### src/rtl/hdlctx_pkg.sv
package hdlctx_pkg;

    // Unit currently being shifted onto the line
    typedef enum logic [1:0] {
        PH_FLAG = 2'd0,
        PH_DATA = 2'd1,
        PH_FCS  = 2'd2
    } phase_t;

    localparam int unsigned   DEF_BYTE_W   = 8;
    localparam int unsigned   DEF_FCS_W    = 16;
    localparam int unsigned   DEF_RUN_LEN  = 5;
    localparam int unsigned   DEF_ADDR_MAX = 4;
    localparam logic [15:0]   DEF_POLY     = 16'h1021;
    localparam logic [7:0]    DEF_FLAG     = 8'h7E;

endpackage

### src/rtl/hdlctx_stuffer.sv
// Zero-insertion tracker.
// Counts consecutive content ones that have been put on the line and raises
// stuff_now once RUN_LEN of them have gone out. The caller must then emit a 0
// instead of its own next bit.
// Assumes: adv marks each line bit; content is low for flag bits.
module hdlctx_stuffer #(
    parameter int unsigned RUN_LEN = 5,
    localparam int unsigned OW     = $clog2(RUN_LEN + 1)
) (
    input  logic clk,
    input  logic rst_n,
    input  logic adv,
    input  logic content,
    input  logic bit_val,
    output logic stuff_now
);

    logic [OW-1:0] ones;

    // Run limit reached: the next line bit must be an inserted zero
    always_comb stuff_now = (ones == OW'(RUN_LEN));

    // Track the run of content ones; flags and stuffed zeros clear it
    always_ff @(posedge clk) begin
        if (!rst_n) begin
            ones <= '0;
        end else if (adv) begin
            if (stuff_now) begin
                ones <= '0;
            end else if (content && bit_val) begin
                ones <= ones + OW'(1);
            end else begin
                ones <= '0;
            end
        end
    end

    // the run counter never passes the limit
    a_r6_run_bounded: assert property (@(posedge clk) disable iff (!rst_n)
        ones <= OW'(RUN_LEN));

endmodule

### src/rtl/hdlctx_crc.sv
// Frame check register.
// Presets to all ones, advances one data bit at a time with POLY in
// non-reflected form, and then shifts the complemented result out from the
// top bit.
// Assumes: init, upd and shift are never raised together.
module hdlctx_crc #(
    parameter int unsigned     W    = 16,
    parameter logic [W-1:0]    POLY = 16'h1021
) (
    input  logic clk,
    input  logic rst_n,
    input  logic init,
    input  logic upd,
    input  logic shift,
    input  logic bit_in,
    output logic fcs_bit
);

    logic [W-1:0] crc;
    logic         fb;

    // Feedback term and outgoing complemented top bit
    always_comb begin
        fb      = crc[W-1] ^ bit_in;
        fcs_bit = ~crc[W-1];
    end

    // Preset, divide by the polynomial, or shift the result out
    always_ff @(posedge clk) begin
        if (!rst_n) begin
            crc <= '1;
        end else if (init) begin
            crc <= '1;
        end else if (upd) begin
            crc <= {crc[W-2:0], 1'b0} ^ (fb ? POLY : '0);
        end else if (shift) begin
            crc <= {crc[W-2:0], 1'b0};
        end
    end

    // a frame start always leaves the register preset
    a_r4_preset: assert property (@(posedge clk) disable iff (!rst_n)
        init |=> (crc == '1));

endmodule

### src/rtl/hdlctx_seq.sv
// Frame sequencer.
// Chooses the next line bit from the flag pattern, the current data byte or
// the check register. It offers s_ready exactly when the last bit of a unit
// leaves, pulls bytes, applies the minimum-length rule to the end marker,
// and closes frames on an end marker or an underrun.
// Assumes: configuration inputs stay stable while a frame is in flight.
module hdlctx_seq
    import hdlctx_pkg::*;
#(
    parameter int unsigned        BYTE_W   = 8,
    parameter int unsigned        FCS_W    = 16,
    parameter int unsigned        ADDR_MAX = 4,
    parameter logic [BYTE_W-1:0]  FLAG_PAT = 8'h7E,
    localparam int unsigned       AL_W     = $clog2(ADDR_MAX),
    localparam int unsigned       NB_W     = $clog2(ADDR_MAX + 2) + 1,
    localparam int unsigned       CNT_W    = $clog2(FCS_W)
) (
    input  logic              clk,
    input  logic              rst_n,
    input  logic              adv,
    input  logic              cfg_shared_flag,
    input  logic [AL_W-1:0]   cfg_addr_len,
    input  logic              s_valid,
    input  logic [BYTE_W-1:0] s_data,
    input  logic              s_last,
    input  logic              stuff_now,
    input  logic              fcs_bit,
    output logic              s_ready,
    output logic              line_bit,
    output logic              content,
    output logic              crc_init,
    output logic              crc_upd,
    output logic              crc_shift
);

    localparam logic [NB_W-1:0] NB_MAX = NB_W'(ADDR_MAX + 1);

    phase_t              phase;
    logic [CNT_W-1:0]    cnt;
    logic [BYTE_W-1:0]   shreg;
    logic                closing;
    logic                close_after;
    logic [NB_W-1:0]     nbytes;

    logic [CNT_W-1:0]    last_idx;
    logic                unit_end;
    logic                open_ok;
    logic                take;
    logic [BYTE_W-1:0]   flag_shift;
    logic [NB_W-1:0]     next_count;
    logic [NB_W-1:0]     min_bytes;
    logic                byte_closes;
    logic                step;

    // Unit boundary, readiness and line-bit selection
    always_comb begin
        last_idx    = (phase == PH_FCS) ? CNT_W'(FCS_W - 1) : CNT_W'(BYTE_W - 1);
        unit_end    = (cnt == last_idx) && !stuff_now;
        open_ok     = !closing || cfg_shared_flag;
        step        = adv && !stuff_now;
        s_ready     = adv && unit_end &&
                      (((phase == PH_FLAG) && open_ok) ||
                       ((phase == PH_DATA) && !close_after));
        take        = s_ready && s_valid;
        flag_shift  = FLAG_PAT >> cnt;
        min_bytes   = NB_W'(cfg_addr_len) + NB_W'(2);
        if (phase == PH_FLAG) begin
            next_count = NB_W'(1);
        end else if (nbytes == NB_MAX) begin
            next_count = nbytes;
        end else begin
            next_count = nbytes + NB_W'(1);
        end
        byte_closes = s_last && (next_count >= min_bytes);
        unique case (phase)
            PH_DATA: line_bit = shreg[0];
            PH_FCS:  line_bit = fcs_bit;
            default: line_bit = flag_shift[0];
        endcase
        if (stuff_now) begin
            line_bit = 1'b0;
        end
        content   = (phase != PH_FLAG);
        crc_init  = take && (phase == PH_FLAG);
        crc_upd   = step && (phase == PH_DATA);
        crc_shift = step && (phase == PH_FCS);
    end

    // Advance bit counters, load bytes and move between units
    always_ff @(posedge clk) begin
        if (!rst_n) begin
            phase       <= PH_FLAG;
            cnt         <= '0;
            shreg       <= '0;
            closing     <= 1'b0;
            close_after <= 1'b0;
            nbytes      <= '0;
        end else if (step) begin
            cnt <= unit_end ? '0 : cnt + CNT_W'(1);
            if (phase == PH_DATA) begin
                shreg <= shreg >> 1;
            end
            if (unit_end) begin
                unique case (phase)
                    PH_FLAG: begin
                        closing <= 1'b0;
                        if (take) begin
                            phase       <= PH_DATA;
                            shreg       <= s_data;
                            nbytes      <= next_count;
                            close_after <= byte_closes;
                        end
                    end
                    PH_DATA: begin
                        if (take) begin
                            shreg       <= s_data;
                            nbytes      <= next_count;
                            close_after <= byte_closes;
                        end else begin
                            phase <= PH_FCS;
                        end
                    end
                    default: begin
                        phase   <= PH_FLAG;
                        closing <= 1'b1;
                    end
                endcase
            end
        end
    end

    // a frame is only marked for closing once it is long enough
    a_r9_close_needs_min: assert property (@(posedge clk) disable iff (!rst_n)
        (phase == PH_DATA && close_after) |-> (nbytes >= min_bytes));

    // the last check bit is followed by the start of a closing flag
    a_r5_flag_after_fcs: assert property (@(posedge clk) disable iff (!rst_n)
        (step && phase == PH_FCS && cnt == CNT_W'(FCS_W - 1))
        |=> (phase == PH_FLAG && closing && cnt == '0));

    // in double-flag mode the closing flag never opens a frame
    a_r7_no_open_on_close: assert property (@(posedge clk) disable iff (!rst_n)
        (phase == PH_FLAG && closing && !cfg_shared_flag) |-> !s_ready);

    // no byte is pulled during check bits or stuffed zeros
    a_r8_no_ready_in_fcs: assert property (@(posedge clk) disable iff (!rst_n)
        (phase == PH_FCS || stuff_now) |-> !s_ready);

endmodule

### src/rtl/hdlc_tx_engine.sv
// HDLC frame transmitter top.
// Wires the sequencer, the check register and the zero-insertion tracker,
// and registers the selected bit onto tx_bit on every enabled cycle.
// Assumes: cfg inputs change only while the line idles with flags; the
// producer drives s_valid/s_data/s_last independently of s_ready.
module hdlc_tx_engine
    import hdlctx_pkg::*;
#(
    parameter int unsigned        BYTE_W   = DEF_BYTE_W,
    parameter int unsigned        FCS_W    = DEF_FCS_W,
    parameter logic [FCS_W-1:0]   FCS_POLY = DEF_POLY,
    parameter int unsigned        RUN_LEN  = DEF_RUN_LEN,
    parameter int unsigned        ADDR_MAX = DEF_ADDR_MAX,
    parameter logic [BYTE_W-1:0]  FLAG_PAT = DEF_FLAG,
    localparam int unsigned       AL_W     = $clog2(ADDR_MAX)
) (
    input  logic              clk,
    input  logic              rst_n,
    input  logic              bit_en,
    input  logic              cfg_shared_flag,
    input  logic [AL_W-1:0]   cfg_addr_len,
    input  logic              s_valid,
    input  logic [BYTE_W-1:0] s_data,
    input  logic              s_last,
    output logic              s_ready,
    output logic              tx_bit
);

    logic line_bit;
    logic content;
    logic stuff_now;
    logic fcs_bit;
    logic crc_init;
    logic crc_upd;
    logic crc_shift;

    hdlctx_seq #(
        .BYTE_W   (BYTE_W),
        .FCS_W    (FCS_W),
        .ADDR_MAX (ADDR_MAX),
        .FLAG_PAT (FLAG_PAT)
    ) u_seq (
        .clk             (clk),
        .rst_n           (rst_n),
        .adv             (bit_en),
        .cfg_shared_flag (cfg_shared_flag),
        .cfg_addr_len    (cfg_addr_len),
        .s_valid         (s_valid),
        .s_data          (s_data),
        .s_last          (s_last),
        .stuff_now       (stuff_now),
        .fcs_bit         (fcs_bit),
        .s_ready         (s_ready),
        .line_bit        (line_bit),
        .content         (content),
        .crc_init        (crc_init),
        .crc_upd         (crc_upd),
        .crc_shift       (crc_shift)
    );

    hdlctx_crc #(
        .W    (FCS_W),
        .POLY (FCS_POLY)
    ) u_crc (
        .clk     (clk),
        .rst_n   (rst_n),
        .init    (crc_init),
        .upd     (crc_upd),
        .shift   (crc_shift),
        .bit_in  (line_bit),
        .fcs_bit (fcs_bit)
    );

    hdlctx_stuffer #(
        .RUN_LEN (RUN_LEN)
    ) u_stuff (
        .clk       (clk),
        .rst_n     (rst_n),
        .adv       (bit_en),
        .content   (content),
        .bit_val   (line_bit),
        .stuff_now (stuff_now)
    );

    // Line register: idles high in reset, updates once per enabled cycle
    always_ff @(posedge clk) begin
        if (!rst_n) begin
            tx_bit <= 1'b1;
        end else if (bit_en) begin
            tx_bit <= line_bit;
        end
    end

    // the line holds between enabled cycles
    a_r11_hold_between_enables: assert property (@(posedge clk) disable iff (!rst_n)
        !bit_en |=> $stable(tx_bit));

    // an inserted bit reaches the line as a zero
    a_r6_stuff_emits_zero: assert property (@(posedge clk) disable iff (!rst_n)
        (bit_en && stuff_now) |=> !tx_bit);

endmodule

### config.mk
export PLATFORM = sky130hd
export DESIGN_NAME = hdlc_tx_engine
export DESIGN_NICKNAME = d
export VERILOG_FILES = /design/src/rtl/hdlctx_pkg.sv /design/src/rtl/hdlctx_stuffer.sv /design/src/rtl/hdlctx_crc.sv /design/src/rtl/hdlctx_seq.sv /design/src/rtl/hdlc_tx_engine.sv
export SDC_FILE = /design/constraint.sdc
export NUM_CORES = 1
export LEC_CHECK = 0
export ABC_CLOCK_PERIOD_IN_PS = 2300
export CAP_MARGIN = 20
export CELL_PAD_IN_SITES_DETAIL_PLACEMENT = 0
export CELL_PAD_IN_SITES_GLOBAL_PLACEMENT = 1
export CORE_MARGIN = 4
export CORE_UTILIZATION = 30
export DETAILED_ROUTE_END_ITERATION = 12
export DONT_BUFFER_PORTS = 1
export PLACE_DENSITY = 0.55
export SETUP_SLACK_MARGIN = 0.05
export SLEW_MARGIN = 20
export SYNTH_ARGS = -nofsm -noshare
export SYNTH_HDL_FRONTEND = slang
export SYNTH_SLANG_ARGS = --single-unit
### constraint.sdc
create_clock -name clk -period 2.3 [get_ports clk]
set_clock_uncertainty 0.2 [all_clocks]
set_input_delay 0.575 -clock clk [delete_from_list [all_inputs] [get_ports clk]]
set_output_delay 0.575 -clock clk [all_outputs]
set_load 0.02 [all_outputs]
Yosys cells after proc, flatten, opt, wreduce, memory -nomap -nowiden
Cells that the tools add are included.
{"block": "totals", "elab_cells": 71, "regBits": 40}
{"block": "op_classes", "n_eq_ne": 7, "magnitude_cmp": 1, "n_reduce_logical": 25, "n_mux": 19, "bitwise": 5, "add_sub_neg": 4, "n_shift": 1}
{"cell": "$mux W16", "count": 2}
{"cell": "$mux W8", "count": 4}
{"cell": "$mux W4", "count": 4}
{"cell": "$xor A16 B16 Y16", "count": 1}
{"cell": "$mux W13", "count": 1}
{"cell": "$logic_and A1 B1 Y1", "count": 12}
{"cell": "$add A4 B1 Y4 const B", "count": 2}
{"cell": "$reduce_and A4 Y1", "count": 2}
{"cell": "$shr A7 B4 Y1 const A", "count": 1}
{"cell": "$mux W3", "count": 2}
{"cell": "$eq A4 B3 Y1 const B", "count": 1}
{"cell": "$eq A4 B4 Y1", "count": 1}
{"cell": "$ge A4 B4 Y1", "count": 1}
{"cell": "$mux W2", "count": 2}
{"cell": "$pmux W1 S2", "count": 2}
{"cell": "$pmux W2 S2", "count": 1}
{"cell": "$reduce_bool A2 Y1", "count": 2}
{"cell": "$reduce_or A2 Y1", "count": 2}
{"cell": "$add A2 B2 Y3 const B", "count": 1}
{"cell": "$add A3 B1 Y3 const B", "count": 1}
{"cell": "$eq A3 B3 Y1 const B", "count": 1}
{"cell": "$logic_not A1 Y1", "count": 3}
{"cell": "$not A1 Y1", "count": 3}
{"cell": "$reduce_and A3 Y1", "count": 1}
{"cell": "other kinds (8)", "count": 9}

Logic depth before layout (Yosys ltp)
{"block": "logic_depth", "ltp_word": 10, "depth_mapped": 10}

Hierarchy
From an unflattened synthesis, not the netlist that was laid out.
{"block": "hier_totals", "cells_unflattened": 247, "hier_area_um2": 2205.9}
{"module": "hdlctx_seq", "seq_area_each_um2": 400.4, "instances": 1, "area_per_inst_um2": 1386.3, "cells_each": 152}
{"module": "hdlctx_crc", "seq_area_each_um2": 320.3, "instances": 1, "area_per_inst_um2": 620.6, "cells_each": 74}
{"module": "hdlctx_stuffer", "seq_area_each_um2": 60.1, "instances": 1, "area_per_inst_um2": 165.2, "cells_each": 18}
{"module": "hdlc_tx_engine", "seq_area_each_um2": 20.0, "instances": 1, "area_per_inst_um2": 33.8, "cells_each": 3}

Least setup slack after synthesis
No wires, ideal clock.
{"block": "synth_path", "path_kind": "flip-flop to flip-flop", "start": "reg u_seq.nbytes[0]", "end": "reg u_seq.close_after", "stages_incl_launch_ff": 10, "required_time_ps": 1963, "t_arrival_ps": 1841, "path_buffers": 0, "synth_period_minus_slack_ps": 2177, "slack_ps": 123, "setup_time_ps": 137, "cell_sequence": "dfxtp_1 > ha_1 > nand3b_1 > xor2_1 > nor2_1 > ha_1 > nand2b_1 > a21o_1 > a211oi_1 > o32ai_1"}
{"block": "synth_via", "elab_chain_len": 5, "word_cells_on_any_way": 6}
{"element": "start: declaration", "line_no": "hdlctx_seq.sv:43", "rtl": "logic [NB_W-1:0] nbytes;"}
{"element": "start signal: assignment", "line_no": "hdlctx_seq.sv:110", "rtl": "nbytes <= next_count;"}
{"element": "start signal: assignment", "line_no": "hdlctx_seq.sv:117", "rtl": "nbytes <= next_count;"}
{"element": "$add A4 B1 Y4 / $eq A4 B3 Y1 (equally long branches)", "line_no": "hdlctx_seq.sv:72, hdlctx_seq.sv:69"}
{"element": "$mux W4 *", "line_no": "hdlctx_seq.sv:69", "rtl": "end else if (nbytes == NB_MAX) begin"}
{"element": "$mux W4 *", "line_no": "hdlctx_seq.sv:67", "rtl": "if (phase == PH_FLAG) begin"}
{"element": "$ge A4 B4 Y1 *", "line_no": "hdlctx_seq.sv:74", "rtl": "byte_closes = s_last && (next_count >= min_bytes);"}
{"element": "$logic_and A1 B1 Y1 *", "line_no": "hdlctx_seq.sv:74"}
{"element": "end signal: assignment", "line_no": "hdlctx_seq.sv:111", "rtl": "close_after <= byte_closes;"}
{"element": "end signal: assignment", "line_no": "hdlctx_seq.sv:118", "rtl": "close_after <= byte_closes;"}
{"element": "end: declaration", "line_no": "hdlctx_seq.sv:42", "rtl": "logic close_after;"}
Every way passes the cells marked *; elsewhere a longest branch is shown, timed or not.
A chain may end at the register's enable or synchronous reset.

Final worst setup path
{"block": "layout_path", "start": "reg u_seq.phase[0]", "end": "out s_ready"}
{"block": "layout_via", "elab_chain_len": 6, "word_cells_on_any_way": 11}
{"element": "start: declaration", "line_no": "hdlctx_seq.sv:38", "rtl": "phase_t phase;"}
{"element": "start signal: assignment", "line_no": "hdlctx_seq.sv:92", "rtl": "phase <= PH_FLAG;"}
{"element": "start signal: assignment", "line_no": "hdlctx_seq.sv:108", "rtl": "phase <= PH_DATA;"}
{"element": "start signal: assignment", "line_no": "hdlctx_seq.sv:120", "rtl": "phase <= PH_FCS;"}
{"element": "$eq A2 B2 Y1", "line_no": "hdlctx_seq.sv:57", "rtl": "last_idx = (phase == PH_FCS) ? CNT_W'(FCS_W - 1) : CNT_W'(BYTE_W - 1);"}
{"element": "$mux W4", "line_no": "hdlctx_seq.sv:57"}
{"element": "$eq A4 B4 Y1", "line_no": "hdlctx_seq.sv:58", "rtl": "unit_end = (cnt == last_idx) && !stuff_now;"}
{"element": "$logic_and A1 B1 Y1", "line_no": "hdlctx_seq.sv:58"}
{"element": "$logic_and A1 B1 Y1", "line_no": "hdlctx_seq.sv:61", "rtl": "s_ready = adv && unit_end &&"}
{"element": "$logic_and A1 B1 Y1 *", "line_no": "hdlctx_seq.sv:61"}
{"element": "end: declaration", "line_no": "hdlc_tx_engine.sv:25", "rtl": "output logic s_ready,"}
Marks and branches as above.

==> flow_metrics.py <==
metrics = {
    "timing": {
        "final.min_clock_period_ns": 2.19,
        "slew_viol_final": 0,
        "rsz0062_at_grt": "yes",
        "worst_slack_ns": 0.107,
        "hold_ws_ns": 0.159,
        "post-route-period-util": 0.953,
        "fmax_ghz": 0.456,
        "hold_viol": 0,
        "max_slew_margin": 0.751,
        "setup_viol": 0,
        "worst_slew_pin_slew_ns": 0.372,
    },
    "min_path": {
        "min_path_type": "in -> reg",
        "hp-start": "rst_n",
    },
    "clock_network": {
        "cts_root_buffer": "clkbuf_8",
        "clock_sinks": 40,
        "clkSlewWorstSetupHoldPaths_ns": 0.08,
        "cts_tree": "yes",
        "clock_latency_ns": 0.29,
        "cts-hold-fix-buffers": 0,
        "clock_path_buffers": 2,
        "cts_max_level": 2,
        "cts_made_buffers": 5,
    },
    "grt": {
        "grt_pass1_vias": 1650,
        "gr-usage-all-layers": 0.122,
        "grt_pass1_wl_um": 8170,
        "antenna_found_initial": 0,
        "grt_max_degree": 24,
        "grt-ovfl-total": 0,
    },
    "place": {
        "dpl.hpwl_um": 3240,
        "place_ws_ns": 0.0273,
        "port_buffers": 0,
        "place.gp.congestion": 0.775,
    },
    "synthesis": {
        "syn_avg_cell_area_um2": 8.60,
        "synth.distinct_cells": 40,
        "synth_edf_count": 0,
        "ys_seq_area_frac": 0.385,
        "postSynth.asyncResetShare": 0,
        "syn-num-nets": 272,
        "mappedNetlistArea_um2": 2080,
        "yosys_warnings": 0,
        "ys.flop_type": "dfxtp_1",
        "syn_inst": 242,
        "ys_ff_latch": 40,
    },
    "setup_path": {
        "regToRegSetupSlack_ns": 0.13,
        "path_depth": 6,
        "crit_family": "flip-flops",
        "crit_end": "s_ready",
        "crit_buf_inv": 2,
        "r2r_end": "u_seq.close_after$_SDFFE_PN0P_",
        "startpoint": "u_seq.phase[0]$_SDFFE_PN0P_",
        "crit_fanout": 3,
        "timing.rr.start": "u_seq.nbytes[1]$_SDFFE_PN0P_",
        "worst_path_max_delay_cell": "dfxtp_2",
        "crit_required_ns": 1.52,
        "crit_type": "reg -> out",
        "reg2reg_depth": 9,
        "worstPathArrival_ns": 1.42,
        "worstPathCellList": "inv_2, ha_4, xnor2_4, nand4_4, nor2_1, buf_4",
        "start_kind": "register",
        "critPathMaxStageDelay_ns": 0.34,
        "cp-end-kind": "output port",
    },
    "routing": {
        "routedWlPerCell_um": 13.7,
        "routed_via_density": 4.94,
        "drtAntennaViolNets": 0,
        "drtIter0Drc": 48,
        "drtPass1Iterations": 4,
        "routed-via-count": 1700,
        "wirelength_um": 4720,
        "drc_errors": 0,
    },
    "die": {
        "pin_count": 18,
        "die_w_um": 91.3,
        "die_h_um": 91.3,
        "rows": 30,
        "die_area_um2": 8340,
        "initial_core_util": 0.308,
        "core-area_um2": 6760,
    },
    "power_and_ir_drop": {
        "power.leakage_nw": 1.00,
        "powerDensity_nw_per_um2": 532,
        "vdd_drop_max_mv": 0.225,
    },
    "job": {
        "maxCapViolations": 0,
    },
    "layout": {
        "fin_nets": 293,
        "n_fill_cell": 703,
        "final_common_cell": "nand2_1",
        "drive_gt1_frac": 0.223,
        "diodes": 0,
        "final_cell_mix": "39 x nand2_1, 36 x dfxtp_1, 23 x buf_4",
        "syn2layout_area_growth_pct": 21.0,
    },
    "run_status": {
        "status": "completed",
    },
}
## through the flow
step | utilization | TNS [ns] | cell area, um2 | cells | power (W)
global placement | 0.336 | 0 | 2270 | 328 | 0.000787
floorplan | - | 0 | 2080 | 242 | 0.000766
finish | 0.373 | 0 | 2520 | 344 | 0.00134
global route | 0.373 | -0.0254 | 2520 | 344 | 0.00140
detailed placement | 0.336 | 0 | 2270 | 328 | 0.000786
CTS | 0.364 | 0 | 2460 | 340 | 0.00137
## worst min-delay path by stage
stage / end / slack, ns / cells past startpoint
CTS: tx_bit$_SDFFE_PN1P_ / 0.15 / 1
global placement: u_crc.crc[11]$_SDFFE_PP1P_ / 0.25 / 2
detailed placement: u_crc.crc[9]$_SDFFE_PP1P_ / 0.25 / 2
global route: tx_bit$_SDFFE_PN1P_ / 0.15 / 1
floorplan: u_crc.crc[5]$_SDFFE_PP1P_ / 0.23 / 2
finish: tx_bit$_SDFFE_PN1P_ / 0.16 / 1
## kinds of logic (layout without fill, tap and decap cells)
group | count (synthesis) | in the layout | synth area share
AND/OR/NAND/NOR | 104 | 104 | 0.250
AO/OA/AOI/OAI | 51 | 51 | 0.184
flip-flops | 40 | 40 | 0.385
buffers and inverters | 21 | 43 | 0.0433
adder cells (fa/ha/maj) | 14 | 14 | 0.0841
XOR/XNOR | 6 | 6 | 0.0252
multiplexers | 6 | 6 | 0.0288
## routing by layer
metal  GRT usage  part of all wire  vias up
li1            -                 -      899
met1       0.165              0.52      779
met4      0.0490             0.017        0
met5           0                 0        -
met2       0.188              0.44       14
met3      0.0282             0.027        8
## cells in the mapped netlist (2+ instances only)
library cell,number,area (um2)
and2_1,3,18.8
o211ai_1,2,15.0
mux2i_1,6,60.1
o21ai_1,2,10.0
o21ai_0,3,15.0
a21oi_1,14,70.1
and3_1,8,50.1
inv_1,10,37.5
xnor2_1,3,26.3
xor2_1,3,26.3
nor2_1,18,67.6
a211o_1,2,17.5
dfxtp_1,40,801
a211oi_1,11,82.6
nor2b_1,2,12.5
nand4_1,3,18.8
nand2b_1,4,25.0
nand3b_1,3,22.5
nand2_1,39,146
clkbuf_1,9,33.8
a211oi_2,6,75.1
a21o_1,2,15.0
nand3_1,18,90.1
o21a_1,2,15.0
ha_1,14,175
## cell type report
| type | count | area [um2] | share of cell area |
|---|---|---|---|
| multi-input cells | 181 | 1260 | 0.501 |
| flip-flops and latches | 40 | 808 | 0.321 |
| repair buffers | 25 | 204 | 0.0809 |
| well taps | 80 | 100 | 0.0397 |
| clock buffers | 6 | 72.6 | 0.0288 |
| inverters | 10 | 37.5 | 0.0149 |
| clock inverters | 2 | 35.0 | 0.0139 |
## registers in the layout, indices dropped and copies added, names as in the netlist
| signal | cells |
|---|---|
| u_stuff.ones | 3 |
| tx_bit | 1 |
| u_seq.shreg | 8 |
| u_seq.closing | 1 |
| u_seq.cnt | 4 |
| u_seq.nbytes | 4 |
| u_seq.phase | 2 |
| u_seq.close_after | 1 |
| u_crc.crc | 16 |
## what timing repair did
item	4_1_cts	5_1_grt
pin swaps	11	7
gates cloned	0	0
gates resized for setup	11	12
setup endpoints to repair	3	3
buffers inserted	4	4
## report_power, final
group / total, W / internal (W) / leakage, nW / switching (W)
combinational: 0.0000660 / 0.0000269 / 0.619 / 0.0000391
clock: 0.000571 / 0.000322 / 0.0552 / 0.000249
sequential: 0.000704 / 0.000696 / 0.326 / 0.00000831
total: 0.00134 / 0.00105 / 1.00 / 0.000296
(Power assumes the default switching activity.)
